===== src/rtl/pwm_multi_pkg.sv =====
package pwm_multi_pkg;

  // Per-cycle decision taken by one output channel.
  typedef enum logic [1:0] {
    EV_KEEP = 2'd0,
    EV_RISE = 2'd1,
    EV_FALL = 2'd2
  } chan_ev_e;

  // Equal rise and fall points disable both events.
  function automatic chan_ev_e pick_event(input logic hit_rise,
                                          input logic hit_fall,
                                          input logic same_pts);
    if (same_pts)      return EV_KEEP;
    else if (hit_rise) return EV_RISE;
    else if (hit_fall) return EV_FALL;
    else               return EV_KEEP;
  endfunction

endpackage


===== src/rtl/pwm_multi_regs.sv =====
module pwm_multi_regs #(
  parameter int CNT_W   = 16,
  parameter int N_OUT   = 4,
  parameter int ADDR_W  = 4,
  parameter logic [CNT_W-1:0] LIM_INIT = '1
) (
  input  logic                         clk,
  input  logic                         rst,
  input  logic                         wr_en,
  input  logic [ADDR_W-1:0]            wr_addr,
  input  logic [CNT_W-1:0]             wr_data,
  input  logic                         load,
  output logic [CNT_W-1:0]             lim_act,
  output logic [N_OUT-1:0][CNT_W-1:0]  rise_act,
  output logic [N_OUT-1:0][CNT_W-1:0]  fall_act
);

  localparam int N_CMP    = 2 * N_OUT;
  localparam int LIM_ADDR = N_CMP;

  logic [CNT_W-1:0] lim_stage;
  logic [CNT_W-1:0] cmp_stage [N_CMP];
  logic [CNT_W-1:0] cmp_live  [N_CMP];

  // Limit: staging copy written by software, live copy refreshed on load.
  always_ff @(posedge clk) begin
    if (rst) begin
      lim_stage <= LIM_INIT;
      lim_act   <= LIM_INIT;
    end else begin
      if (load)
        lim_act <= lim_stage;
      if (wr_en && (wr_addr == ADDR_W'(LIM_ADDR)))
        lim_stage <= wr_data;
    end
  end

  // Compare values, one staging/live pair per address.
  for (genvar i = 0; i < N_CMP; i++) begin : g_cmp
    always_ff @(posedge clk) begin
      if (rst) begin
        cmp_stage[i] <= '0;
        cmp_live[i]  <= '0;
      end else begin
        if (load)
          cmp_live[i] <= cmp_stage[i];
        if (wr_en && (wr_addr == ADDR_W'(i)))
          cmp_stage[i] <= wr_data;
      end
    end
  end

  // Even address = rise point, odd address = fall point.
  for (genvar k = 0; k < N_OUT; k++) begin : g_pair
    assign rise_act[k] = cmp_live[2*k];
    assign fall_act[k] = cmp_live[2*k+1];
  end

endmodule


===== src/rtl/pwm_multi_cnt.sv =====
module pwm_multi_cnt #(
  parameter int CNT_W = 16
) (
  input  logic             clk,
  input  logic             rst,
  input  logic             en,
  input  logic             tick,
  input  logic [CNT_W-1:0] lim,
  output logic [CNT_W-1:0] cnt,
  output logic             wrap
);

  assign wrap = en && tick && (cnt == lim);

  always_ff @(posedge clk) begin
    if (rst || !en)
      cnt <= '0;
    else if (tick)
      cnt <= wrap ? '0 : cnt + CNT_W'(1);
  end

endmodule


===== src/rtl/pwm_multi_chan.sv =====
module pwm_multi_chan
  import pwm_multi_pkg::*;
#(
  parameter int CNT_W = 16
) (
  input  logic             clk,
  input  logic             rst,
  input  logic             en,
  input  logic [CNT_W-1:0] cnt,
  input  logic [CNT_W-1:0] rise_pt,
  input  logic [CNT_W-1:0] fall_pt,
  output logic             wave
);

  chan_ev_e ev;

  always_comb begin
    ev = pick_event(cnt == rise_pt, cnt == fall_pt, rise_pt == fall_pt);
  end

  always_ff @(posedge clk) begin
    if (rst || !en) begin
      wave <= 1'b0;
    end else begin
      case (ev)
        EV_RISE: wave <= 1'b1;
        EV_FALL: wave <= 1'b0;
        default: wave <= wave;
      endcase
    end
  end

endmodule


===== src/rtl/pwm_multi_gen.sv =====
module pwm_multi_gen #(
  parameter int CNT_W = 16,
  parameter int N_OUT = 4,
  localparam int ADDR_W = $clog2(2 * N_OUT + 1)
) (
  input  logic              clk,
  input  logic              rst,
  input  logic              en,
  input  logic              tick,
  input  logic              wr_en,
  input  logic [ADDR_W-1:0] wr_addr,
  input  logic [CNT_W-1:0]  wr_data,
  output logic [CNT_W-1:0]  count,
  output logic [N_OUT-1:0]  pwm_out
);

  logic [CNT_W-1:0]            lim_act;
  logic [N_OUT-1:0][CNT_W-1:0] rise_act;
  logic [N_OUT-1:0][CNT_W-1:0] fall_act;
  logic                        wrap;
  logic                        load;

  // Live values follow staging while idle, and only at the wrap while running.
  assign load = !en || wrap;

  pwm_multi_regs #(
    .CNT_W (CNT_W),
    .N_OUT (N_OUT),
    .ADDR_W(ADDR_W)
  ) u_regs (
    .clk     (clk),
    .rst     (rst),
    .wr_en   (wr_en),
    .wr_addr (wr_addr),
    .wr_data (wr_data),
    .load    (load),
    .lim_act (lim_act),
    .rise_act(rise_act),
    .fall_act(fall_act)
  );

  pwm_multi_cnt #(
    .CNT_W(CNT_W)
  ) u_cnt (
    .clk (clk),
    .rst (rst),
    .en  (en),
    .tick(tick),
    .lim (lim_act),
    .cnt (count),
    .wrap(wrap)
  );

  for (genvar k = 0; k < N_OUT; k++) begin : g_chan
    pwm_multi_chan #(
      .CNT_W(CNT_W)
    ) u_chan (
      .clk    (clk),
      .rst    (rst),
      .en     (en),
      .cnt    (count),
      .rise_pt(rise_act[k]),
      .fall_pt(fall_act[k]),
      .wave   (pwm_out[k])
    );
  end

endmodule


===== config.mk =====
export PLATFORM = sky130hd
export DESIGN_NAME = pwm_multi_gen
export DESIGN_NICKNAME = d
export VERILOG_FILES = /design/src/rtl/pwm_multi_pkg.sv /design/src/rtl/pwm_multi_regs.sv /design/src/rtl/pwm_multi_cnt.sv /design/src/rtl/pwm_multi_chan.sv /design/src/rtl/pwm_multi_gen.sv
export SDC_FILE = /design/constraint.sdc
export NUM_CORES = 1
export LEC_CHECK = 0
export BUFFER_PORTS_ARGS = -buffer_cell sky130_fd_sc_hd__buf_2
export CAP_MARGIN = 10
export CORE_MARGIN = 1
export CORE_UTILIZATION = 40
export DETAILED_ROUTE_END_ITERATION = 7
export SYNTH_ARGS = -nofsm -noshare
export SYNTH_HDL_FRONTEND = slang
export SYNTH_HIERARCHICAL = 1
export SYNTH_SLANG_ARGS = --single-unit

===== constraint.sdc =====
create_clock -name clk -period 13.2 [get_ports clk]
set_clock_uncertainty 0.1 [all_clocks]
set_input_delay 1.32 -clock clk [delete_from_list [all_inputs] [get_ports clk]]
set_output_delay 1.32 -clock clk [all_outputs]
set_load 0.05 [all_outputs]

==> reports/results.ini <==
[layout]
fill_cells=3090
layout.cells.non_filler=1609
multi_input_area_um2=5180
finalNetCount=1154
seq_area_um2=8730
area_growth_pct=13.6
drive_gt1_share_pct=14.4

[clocking]
cts_tree=yes
cts_buffers=35
path_clk_slew_ns=0.06
clockBufferDepth=3
post-cts-setup-buffers=0
cts_root_buffer=clkbuf_16
clock_latency_ns=0.51
cts_resized=0
htreeDepth=2
cts_hold_buffers=0
clock_sinks=308

[power]
p_leak_nw=6.18
vdd_ir_drop_max_mv=0.0928
powerDensity_nw_per_um2=137

[place]
dp_cells=1542
place_hpwl_mm=21.4
port_buffers=44
routabilityCongestion=0.811

[timing]
tightest_slew_ns=1.16
finalMaxSlewViolations=0
post-route-period-util_pct=35.3
max_slew_margin_pct=22.9
rsz0062_at_grt=false
max_freq_mhz=215
hold-worst-slack_ns=0.370
min_period_ns=4.66
hold_viol_final=0
final-setup-viol-count=0
fin_tns_setup_ns=0

[synthesis]
syn_area_um2=14100
synth-seq-area-share_pct=61.9
ys_top_cells_by_area=edfxtp_1, and2_1, dfxtp_1
synth-edff-count=256
synth_seq_cells=308
yosys_warnings=6
synth_top_area_cell=edfxtp_1
synth_top_cell_area_share_pct=54.5
synth_cells=1053
syn-num-nets=1083
ys.flop_type=edfxtp_1
ys_types=43
syn_avg_cell_area_um2=13.4
async_flop_share_pct=0

[floorplanning]
die_y_um=190
initial_core_util_pct=40.7
coreArea_um2=34600
fp.dieW_um=190
ioPinCount=45
die-area_um2=36000
row_count=68

[worst_setup_path]
crit_path_start_kind=flip-flop
required_ns=13.24
cp-end-kind=flip-flop
crit_arrival_ns=4.71
crit_fanout=75
criticalPathCategory=flip-flop to flip-flop

[detailed_routing]
ant_nets=0
wire_per_inst_um=21.5
drcViolationCount=0
drt_iter0_markers=632
routed_via_density=4.97
via_count=7995
wl_mm=34.6
first_pass_iters=5

[job]
cap_violations=0

[outcome]
status=complete, no violations

[hold_path]
hold_class=flip-flop to flip-flop

[global_routing]
grt_max_degree=76
antenna_found_initial=6
grt_pass1_vias=7853
track_usage_pct=19.5
grt-ovfl-total=0
grt_pass1_wl_mm=51.1

[logic make-up (layout without fill, tap and decap cells)]
group	Yosys count	in the layout	share of synthesized area [%]
DFF	308	308	61.9
other	0	5	0
xor gates and xnor gates	223	223	13.9
muxes	17	17	1.21
AOI/OAI and AO/OA	29	29	1.71
adders and majority gates	5	5	0.444
and+or+nand+nor	427	427	19.2
buffers and inverters	44	140	1.63
[final timing paths]
kind,from,end,slack [ns],cells after the start
max,u_cnt/cnt[7]$_SDFFE_PP0P_,u_regs/cmp_live[1][13]$_SDFFCE_PN0P_,8.54,8
min,u_regs/lim_stage[1]$_SDFFE_PP1P_,u_regs/lim_stage[1]$_SDFFE_PP1P_,0.37,1
max reg2reg,u_cnt/cnt[7]$_SDFFE_PP0P_,u_regs/cmp_live[1][13]$_SDFFCE_PN0P_,8.54,8
min reg2reg,u_regs/lim_stage[1]$_SDFFE_PP1P_,u_regs/lim_stage[1]$_SDFFE_PP1P_,0.37,1
[per-layer routing]
layer,global-route usage [%],part of all wire [%],vias up
li1,-,-,3833
met1,28.2,49,3918
met2,30.4,45,192
met3,3.15,4.5,52
met4,5.12,2.1,0
met5,0,0,-
[layout by cell type, fill, tap and decap left out, types with 4 or more instances in the layout]
cell       netlist  final
clkinv_2         0      4
nand4_1         36     36
a21oi_1          4      4
nor3b_1          4      4
clkbuf_1        21      8
nor4_2           9      9
buf_4            1     28
dfxtp_1         52     52
inv_1            6      6
xor2_1         116    116
nand2_1         26     26
mux2i_1         17     17
xnor2_1        107    107
and3_1          11     11
a211o_1         16     16
ha_1             5      5
nor4_1          25     25
and3_2           6      6
and2_2          12     12
buf_2            4     44
diode_2          0      5
or4_1            4      4
o31ai_2          0      6
nor2_1          27     27
edfxtp_1       256    256
nand3_1          4      4
clkbuf_16        0     37
clkinv_1         0      6
and2_1         244    244
[cell usage after synthesis (all sizes together) (2+ instances only)]
| master | count |
|---|---|
| nor2 | 31 |
| nand3b | 2 |
| mux2i | 17 |
| nor3 | 3 |
| nand4 | 36 |
| and3 | 17 |
| a21oi | 4 |
| or3b | 2 |
| o31ai | 6 |
| xnor2 | 107 |
| a211o | 16 |
| and2 | 256 |
| dfxtp | 52 |
| or4 | 4 |
| ha | 5 |
| o21ai | 2 |
| inv | 6 |
| edfxtp | 256 |
| xor2 | 116 |
| nand2 | 27 |
| nor3b | 4 |
| buf | 10 |
| nand3 | 4 |
| clkbuf | 28 |
| nor4 | 37 |
[sequential cells by signal, indices dropped and copies added, names as in the netlist]
signal              cells
u_regs/cmp_live       128
u_regs/cmp_stage      128
u_regs/lim_act         16
u_regs/lim_stage       16
u_cnt/cnt              16
g_chan.u_chan/wave      4
[power breakdown]
group	switching, mW	internal, mW	leakage (nW)
clock network	0.377	0.530	0.517
logic	0.0836	0.0573	2.60
registers	0.0331	1.11	3.06
total	0.494	1.70	6.18
[metrics by stage]
stage | power (mW) | util (%) | instance area [µm²] | setup WS, ns
floorplan | 1.25 | - | 14100 | 8.49
global placement | 1.30 | 43.1 | 14900 | 8.17
detailed placement | 1.31 | 43.1 | 14900 | 8.06
CTS | 2.21 | 46.2 | 16000 | 8.54
global route | 2.27 | 46.2 | 16000 | 8.37
finish | 2.19 | 46.2 | 16000 | 8.54
[critical path, stage by stage (launching register included)]
cell and delay [ns]:
dfxtp_1 0.31, buf_4 0.32, xor2_1 0.11, nor4_1 0.32, nand4_1 0.22, nor3_1 0.20
nand2b_1 0.90, or2_4 1.02, buf_4 0.72
[final cells by class]
type,count,area share [%]
flip-flops and latches,308,54.5
diodes,5,0.0781
multi-input cells,701,32.3
inverters,6,0.141
clock inverters,13,0.406
clock buffers,49,6.27
repair buffers,72,2.69
well taps,455,3.56
(Power assumes the default switching activity.)
